===== src/rtl/sxmt_pkg.sv =====
package sxmt_pkg;
  localparam int BYTE_W = 8;
  localparam int ADDR_W = BYTE_W - 1;
  localparam int CNT_W  = $clog2(BYTE_W + 1);

  localparam logic [BYTE_W-1:0] CODE_NONE      = 8'hF8;
  localparam logic [BYTE_W-1:0] CODE_ADDRESSED = 8'hA8;
  localparam logic [BYTE_W-1:0] CODE_ARBLOST   = 8'hB0;
  localparam logic [BYTE_W-1:0] CODE_SENT_ACK  = 8'hB8;
  localparam logic [BYTE_W-1:0] CODE_SENT_NACK = 8'hC0;
  localparam logic [BYTE_W-1:0] CODE_LAST_ACK  = 8'hC8;

  typedef enum logic [2:0] {
    ST_IDLE, ST_ADDR, ST_AACK, ST_LOAD, ST_TXBIT, ST_TACK
  } sxState_t;

  typedef struct packed {
    logic cntClr;
    logic cntInc;
    logic shLoad;
    logic shIn;
    logic shOut;
  } dpCtl_t;
endpackage


===== src/rtl/sxmt_datapath.sv =====
module sxmt_datapath
  import sxmt_pkg::*;
#(
  parameter int SYNC_STAGES = 2
) (
  input  logic              clk,
  input  logic              rstN,
  input  logic              sclIn,
  input  logic              sdaIn,
  input  logic              dataWr,
  input  logic [BYTE_W-1:0] dataWrVal,
  input  dpCtl_t            ctl,
  output logic              sclSync,
  output logic              sdaSync,
  output logic              sclRise,
  output logic              sclFall,
  output logic              startDet,
  output logic              stopDet,
  output logic [CNT_W-1:0]  bitCnt,
  output logic [BYTE_W-1:0] shReg
);
  logic [SYNC_STAGES-1:0] sclPipe, sdaPipe;
  logic sclPrev, sdaPrev;
  logic [BYTE_W-1:0] dataReg;

  generate
    if (SYNC_STAGES == 1) begin : gSyncOne
      always_ff @(posedge clk) begin
        if (!rstN) begin
          sclPipe <= '1;
          sdaPipe <= '1;
        end else begin
          sclPipe <= sclIn;
          sdaPipe <= sdaIn;
        end
      end
    end else begin : gSyncMany
      always_ff @(posedge clk) begin
        if (!rstN) begin
          sclPipe <= '1;
          sdaPipe <= '1;
        end else begin
          sclPipe <= {sclPipe[SYNC_STAGES-2:0], sclIn};
          sdaPipe <= {sdaPipe[SYNC_STAGES-2:0], sdaIn};
        end
      end
    end
  endgenerate

  assign sclSync = sclPipe[SYNC_STAGES-1];
  assign sdaSync = sdaPipe[SYNC_STAGES-1];

  always_ff @(posedge clk) begin
    if (!rstN) begin
      sclPrev <= 1'b1;
      sdaPrev <= 1'b1;
    end else begin
      sclPrev <= sclSync;
      sdaPrev <= sdaSync;
    end
  end

  assign sclRise  = sclSync & ~sclPrev;
  assign sclFall  = ~sclSync & sclPrev;
  assign startDet = sclSync & sclPrev & sdaPrev & ~sdaSync;
  assign stopDet  = sclSync & sclPrev & ~sdaPrev & sdaSync;

  always_ff @(posedge clk) begin
    if (!rstN) dataReg <= '0;
    else if (dataWr) dataReg <= dataWrVal;
  end

  always_ff @(posedge clk) begin
    if (!rstN) begin
      shReg  <= '1;
      bitCnt <= '0;
    end else begin
      if (ctl.shLoad)     shReg <= dataReg;
      else if (ctl.shIn)  shReg <= {shReg[BYTE_W-2:0], sdaSync};
      else if (ctl.shOut) shReg <= {shReg[BYTE_W-2:0], 1'b1};
      if (ctl.cntClr)      bitCnt <= '0;
      else if (ctl.cntInc) bitCnt <= bitCnt + 1'b1;
    end
  end
endmodule


===== src/rtl/sxmt_control.sv =====
module sxmt_control
  import sxmt_pkg::*;
(
  input  logic              clk,
  input  logic              rstN,
  input  logic              sclSync,
  input  logic              sdaSync,
  input  logic              sclRise,
  input  logic              sclFall,
  input  logic              startDet,
  input  logic              stopDet,
  input  logic [CNT_W-1:0]  bitCnt,
  input  logic [BYTE_W-1:0] shReg,
  input  logic [ADDR_W-1:0] ownAddr,
  input  logic              ackEnable,
  input  logic              irqClear,
  input  logic              arbLost,
  output dpCtl_t            ctl,
  output logic              irqFlag,
  output logic [BYTE_W-1:0] codeReg,
  output logic              sdaDriveLow,
  output logic              sclDriveLow
);
  localparam logic [CNT_W-1:0] FULL = CNT_W'(BYTE_W);

  sxState_t state, nextState;
  logic setFlag, lastByte, ackSeen, addrHit;
  logic [BYTE_W-1:0] setCode;

  assign addrHit = (shReg[BYTE_W-1:1] == ownAddr) && shReg[0] && ackEnable;

  always_comb begin
    nextState = state;
    ctl       = '0;
    setFlag   = 1'b0;
    setCode   = codeReg;
    if (stopDet) begin
      nextState = ST_IDLE;
    end else if (startDet) begin
      nextState  = ST_ADDR;
      ctl.cntClr = 1'b1;
    end else begin
      case (state)
        ST_IDLE: begin
          if (arbLost) begin
            setFlag   = 1'b1;
            setCode   = CODE_ARBLOST;
            nextState = ST_LOAD;
          end
        end
        ST_ADDR: begin
          if (arbLost) begin
            setFlag   = 1'b1;
            setCode   = CODE_ARBLOST;
            nextState = ST_LOAD;
          end else if (sclRise) begin
            ctl.shIn   = 1'b1;
            ctl.cntInc = 1'b1;
          end else if (sclFall && bitCnt == FULL) begin
            nextState = addrHit ? ST_AACK : ST_IDLE;
          end
        end
        ST_AACK: begin
          if (sclFall) begin
            setFlag   = 1'b1;
            setCode   = CODE_ADDRESSED;
            nextState = ST_LOAD;
          end
        end
        ST_LOAD: begin
          if (irqClear && irqFlag) begin
            ctl.shLoad = 1'b1;
            ctl.cntClr = 1'b1;
            nextState  = ST_TXBIT;
          end
        end
        ST_TXBIT: begin
          if (sclRise) begin
            ctl.cntInc = 1'b1;
          end else if (sclFall) begin
            if (bitCnt == FULL) nextState = ST_TACK;
            else ctl.shOut = 1'b1;
          end
        end
        ST_TACK: begin
          if (sclFall) begin
            setFlag = 1'b1;
            if (!ackSeen) begin
              setCode   = CODE_SENT_NACK;
              nextState = ST_IDLE;
            end else if (lastByte) begin
              setCode   = CODE_LAST_ACK;
              nextState = ST_IDLE;
            end else begin
              setCode   = CODE_SENT_ACK;
              nextState = ST_LOAD;
            end
          end
        end
        default: nextState = ST_IDLE;
      endcase
    end
  end

  always_ff @(posedge clk) begin
    if (!rstN) begin
      state    <= ST_IDLE;
      irqFlag  <= 1'b0;
      codeReg  <= CODE_NONE;
      lastByte <= 1'b0;
      ackSeen  <= 1'b0;
    end else begin
      state <= nextState;
      if (setFlag) begin
        irqFlag <= 1'b1;
        codeReg <= setCode;
      end else if (irqClear) begin
        irqFlag <= 1'b0;
      end
      if (ctl.shLoad) lastByte <= ~ackEnable;
      if (state == ST_TACK && sclRise) ackSeen <= ~sdaSync;
    end
  end

  assign sclDriveLow = irqFlag;
  assign sdaDriveLow = (state == ST_AACK) || (state == ST_TXBIT && !shReg[BYTE_W-1]);

  // acknowledge only for own address, read bit and enable set
  assert_ack_match_R2: assert property (@(posedge clk) disable iff (!rstN)
    (state == ST_AACK && $past(state) == ST_ADDR) |->
      ($past(shReg[BYTE_W-1:1]) == ownAddr && $past(shReg[0]) && $past(ackEnable)));

  assert_sda_scl_low_R4: assert property (@(posedge clk) disable iff (!rstN)
    (sdaDriveLow != $past(sdaDriveLow) && !$past(startDet) && !$past(stopDet)) |->
      !$past(sclSync));

  assert_nack_drop_R6: assert property (@(posedge clk) disable iff (!rstN)
    (state == ST_TACK && sclFall && !startDet && !stopDet && !ackSeen) |=>
      (state == ST_IDLE && codeReg == CODE_SENT_NACK && irqFlag));

  assert_last_byte_R7: assert property (@(posedge clk) disable iff (!rstN)
    (state == ST_TACK && sclFall && !startDet && !stopDet && ackSeen && lastByte) |=>
      (state == ST_IDLE && codeReg == CODE_LAST_ACK));

  assert_flag_source_R9: assert property (@(posedge clk) disable iff (!rstN)
    $rose(irqFlag) |-> ($past(sclFall) || $past(arbLost)));

  assert_flag_clear_R10: assert property (@(posedge clk) disable iff (!rstN)
    (irqClear && !sclFall && !arbLost) |=> !irqFlag);
endmodule


===== src/rtl/i2c_slave_xmit.sv =====
module i2c_slave_xmit
  import sxmt_pkg::*;
#(
  parameter int SYNC_STAGES = 2
) (
  input  logic              clk,
  input  logic              rstN,
  input  logic              sclIn,
  input  logic              sdaIn,
  output logic              sclDriveLow,
  output logic              sdaDriveLow,
  input  logic [ADDR_W-1:0] ownAddr,
  input  logic              ackEnable,
  input  logic              dataWr,
  input  logic [BYTE_W-1:0] dataWrVal,
  input  logic              irqClear,
  input  logic              arbLost,
  output logic              irqFlag,
  output logic [BYTE_W-1:0] status
);
  dpCtl_t ctl;
  logic sclSync, sdaSync, sclRise, sclFall, startDet, stopDet;
  logic [CNT_W-1:0]  bitCnt;
  logic [BYTE_W-1:0] shReg, codeReg;

  sxmt_datapath #(.SYNC_STAGES(SYNC_STAGES)) u_dp (
    .clk(clk), .rstN(rstN), .sclIn(sclIn), .sdaIn(sdaIn),
    .dataWr(dataWr), .dataWrVal(dataWrVal), .ctl(ctl),
    .sclSync(sclSync), .sdaSync(sdaSync), .sclRise(sclRise), .sclFall(sclFall),
    .startDet(startDet), .stopDet(stopDet), .bitCnt(bitCnt), .shReg(shReg)
  );

  sxmt_control u_ctl (
    .clk(clk), .rstN(rstN), .sclSync(sclSync), .sdaSync(sdaSync),
    .sclRise(sclRise), .sclFall(sclFall), .startDet(startDet), .stopDet(stopDet),
    .bitCnt(bitCnt), .shReg(shReg), .ownAddr(ownAddr), .ackEnable(ackEnable),
    .irqClear(irqClear), .arbLost(arbLost), .ctl(ctl), .irqFlag(irqFlag),
    .codeReg(codeReg), .sdaDriveLow(sdaDriveLow), .sclDriveLow(sclDriveLow)
  );

  assign status = irqFlag ? codeReg : CODE_NONE;

  assert_code_legal_R5: assert property (@(posedge clk) disable iff (!rstN)
    irqFlag |-> (status == CODE_ADDRESSED || status == CODE_ARBLOST ||
                 status == CODE_SENT_ACK  || status == CODE_SENT_NACK ||
                 status == CODE_LAST_ACK));
endmodule


===== config.mk =====
export PLATFORM = sky130hd
export DESIGN_NAME = i2c_slave_xmit
export DESIGN_NICKNAME = d
export VERILOG_FILES = /design/src/rtl/sxmt_pkg.sv /design/src/rtl/sxmt_datapath.sv /design/src/rtl/sxmt_control.sv /design/src/rtl/i2c_slave_xmit.sv
export SDC_FILE = /design/constraint.sdc
export NUM_CORES = 1
export LEC_CHECK = 0
export ABC_AREA = 1
export CAP_MARGIN = 40
export CORE_MARGIN = 1
export CORE_UTILIZATION = 52
export DETAILED_ROUTE_END_ITERATION = 10
export PLACE_DENSITY = 0.83
export SYNTH_ARGS = -nofsm -noshare
export SYNTH_HDL_FRONTEND = slang
export SYNTH_SLANG_ARGS = --single-unit

===== constraint.sdc =====
create_clock -name clk -period 1.77 [get_ports clk]
set_input_delay 0.531 -clock clk [delete_from_list [all_inputs] [get_ports clk]]
set_output_delay 0.531 -clock clk [all_outputs]
set_load 0.005 [all_outputs]

==> summary.txt <==
Die
  • Die span in y: 63.0 um
  • Rows: 21
  • Core box area: 0.00344 sq mm
  • Die Wd: 63.0 um
  • Die area: 0.00397 sq mm
  • Initial Utilization: 56.2%
  • # IOs: 34

Synthesis
  • Yosys warns: 0
  • Synth area leaders: dfxtp_1 37%, nand2_1 12%, inv_1 6.6%
  • Post-Syn Instances: 279
  • Synthesis-stage register bit count: 36
  • Avg Cell Area, Syn: 6.93 sq um
  • Ys async rst share: 0%
  • Seq/Total Area, Yosys: 37.3%
  • Distinct cell type count after synthesis: 35
  • Cell taking the most area after synthesis: dfxtp_1
  • Number of synthesized flops with an enable pin: 0
  • Top FF cell, synth: dfxtp_1
  • Post-Syn Area: 0.00193 sq mm
  • Share of the synthesized area in the top cell type: 37.3%

Power
  • Clock power share: 23.9%
  • Power Total: 2470 uW
  • Total power per unit cell area: 1020 mW/mm^2
  • Sequential power share: 39.4%
  • Sw frac: 34.3%
  • Peak VDD IR: 599 uV
  • Internal power: 1620 uW
  • Sw power: 847 uW
  • Logic pwr share: 36.7%
  • Leak: 0.00113 uW

Worst setup path
  • Setup CP Type: register to output pin
  • Crit path required time: 1.24 ns
  • Worst EP arrival: 1.20 ns
  • CP endpoint kind: output pin
  • CP Launch Type: register
  • Largest fanout on the critical path: 5
  • R2R Setup Slk: 0.13 ns

Timing
  • Final Hold Vio Count: 0
  • Post-Route Skew: 0.00678 ns
  • Tcrit/Tclk final: 97.6%
  • Fmax: 0.579 GHz
  • RSZ-0062 raised after global routing: no
  • Slew Limit Fails: 0
  • # setup viols final: 0
  • Min Tclk post-route: 1.73 ns

Flow run
  • Maximum Capacitance Violations: 0

Drt
  • Post-Route WL: 4000 um
  • Via count: 1847
  • DR vias/cell: 5.03
  • 1st-iter DRT viols: 140
  • First-pass iteration count of the detailed router: 6
  • Routed length per instance: 10.9 um
  • Antenna Nets Post-Route: 0
  • Residual DRC count: 0

Global route
  • First-pass GRT wire length: 7010 um
  • Number of global-route vias before repair: 1696
  • Largest net degree at the start of global routing: 21
  • GR Overflow Total: 0
  • Tot GR Track Use: 22.1%
  • Initial antenna violation count: 0

Clock network
  • CTS sink count: 36
  • Bufs on Longest Clock Path: 2
  • CTS tree: yes
  • H-tree Lvls: 2
  • Root Buffer: clkbuf_8
  • Worst-skew pair later-pin latency: 0.28 ns
  • Hold Buf Count CTS: 0
  • Clock slew at reported path FFs: 0.07 ns
  • Cts bufs inserted: 5

Cells and area
  • # diodes: 0
  • Fin nets: 345
  • Share of layout cells above drive strength 1: 17.1%
  • Fin area: 0.00242 sq mm
  • Synth-to-layout area growth: 25.0%

Worst hold path
  • Worst Hold Class: register to register

Placed design
  • Post-place instance area: 0.00230 sq mm
  • GPL Wtd Cong: 0.923
  • Placed wire-length estimate: 3020 um
  • PortBufs: 29

Run status
  • Outcome: finished clean
## placed cells by master, fill, tap and decap left out, types with 2 or more instances in the layout
cell type / n
nand2_4: 2
clkinv_1: 2
dfxtp_1: 33
inv_1: 32
buf_4: 12
nor2_2: 4
nand3_1: 18
a21oi_1: 11
nand3_4: 2
ha_1: 2
inv_2: 4
nor2_1: 30
o211ai_2: 2
nand2_2: 4
nand2_1: 63
conb_1: 4
or2_2: 8
clkdlybuf4s50_1: 22
nor3_1: 4
clkbuf_8: 6
o21ai_1: 6
nand3_2: 3
clkbuf_1: 2
dfxtp_2: 3
o21ai_0: 18
nand4_1: 3
dlygate4sd2_1: 5
o211ai_1: 3
## flip-flops by register name, summed over array words and instances, names as in the netlist
name,cells
u_ctl.ackSeen,1
u_ctl.codeReg,4
u_ctl.irqFlag,1
u_ctl.lastByte,1
u_ctl.state,3
u_dp.bitCnt,4
u_dp.dataReg,8
u_dp.sclPipe,2
u_dp.sclPrev,1
u_dp.sdaPipe,2
u_dp.sdaPrev,1
u_dp.shReg,8
## power by group through the flow
| stage | combinational, uW | clock [uW] | sequential (uW) |
|---|---|---|---|
| global placement | 836 | 0 | 979 |
| floorplan | 572 | 0 | 984 |
| CTS | 857 | 595 | 964 |
| detailed placement | 858 | 0 | 982 |
| finish | 906 | 590 | 971 |
| global route | 1020 | 634 | 984 |
## final timing paths
kind                                        end  cells after the start       startpoint
worst max register to register    u_dp.shReg[0]                     10   u_dp.bitCnt[0]
worst max-delay path                  status[5]                      3    u_ctl.irqFlag
worst min register to register  u_dp.sclPipe[1]                      1  u_dp.sclPipe[0]
worst min-delay path            u_dp.sclPipe[1]                      1  u_dp.sclPipe[0]
## kinds of logic after synthesis
kind of cell,share of synthesized area [%]
and+or+nand+nor,35.3
buffers and inverters,11.7
AOI/OAI and AO/OA,13.5
DFF,37.3
adders and majority gates,1.29
other,0.388
xor gates and xnor gates,0.453
## cells in the mapped netlist (4+ instances only)
cell and count:
a21oi_1 11, or2_2 8, nand3_1 18, nor3_1 4
nor2_1 32, dfxtp_1 36, buf_4 5, o21ai_1 5
inv_1 34, nand2_1 64, o21ai_0 19
## area by class of cell
cell class / instances / area [sq um]
fill: 309 / 1020
multi-input combinational: 196 / 1000
sequential: 36 / 724
timing repair buffer: 42 / 397
inverter: 39 / 148
clock buffer: 8 / 90.1
tap: 46 / 57.6
## stage by stage
| stage | setup TNS, ns | std cells | setup WS, ns | utilization, % | hold WS, ns |
|---|---|---|---|---|---|
| 4_1_cts | 0 | 365 | 0.00890 | 69.4 | 0.418 |
| 5_1_grt | 0 | 367 | 0.000234 | 70.2 | 0.427 |
| 2_1_floorplan | 0 | 281 | 0.410 | - | 0.393 |
| 3_3_place_gp | -0.847 | 357 | -0.0957 | 67.0 | 0.394 |
| 6_report | 0 | 367 | 0.0424 | 70.2 | 0.415 |
| 3_5_place_dp | -1.49 | 357 | -0.163 | 67.0 | 0.401 |
## worst max-delay path: stages, from the launching register on
cell	delay (ns)
dfxtp_2	0.33
inv_2	0.05
or2_2	0.26
dlygate4sd2_1	0.27
## per-layer routing
layer  part of all wire [%]  vias up  global-route usage, %
li1                       -      960                      -
met1                     47      837                   28.1
met2                     46       44                   36.3
met3                    5.4        6                   4.20
met4                    1.7        0                   9.01
met5                      0        -                      0
## repair_timing
action / in CTS / in global routing
gates resized for setup: 7 / 10
endpoints found under the setup margin: 6 / 11
buffers inserted: 0 / 2
Note: power is estimated with default switching activity, not from simulation.
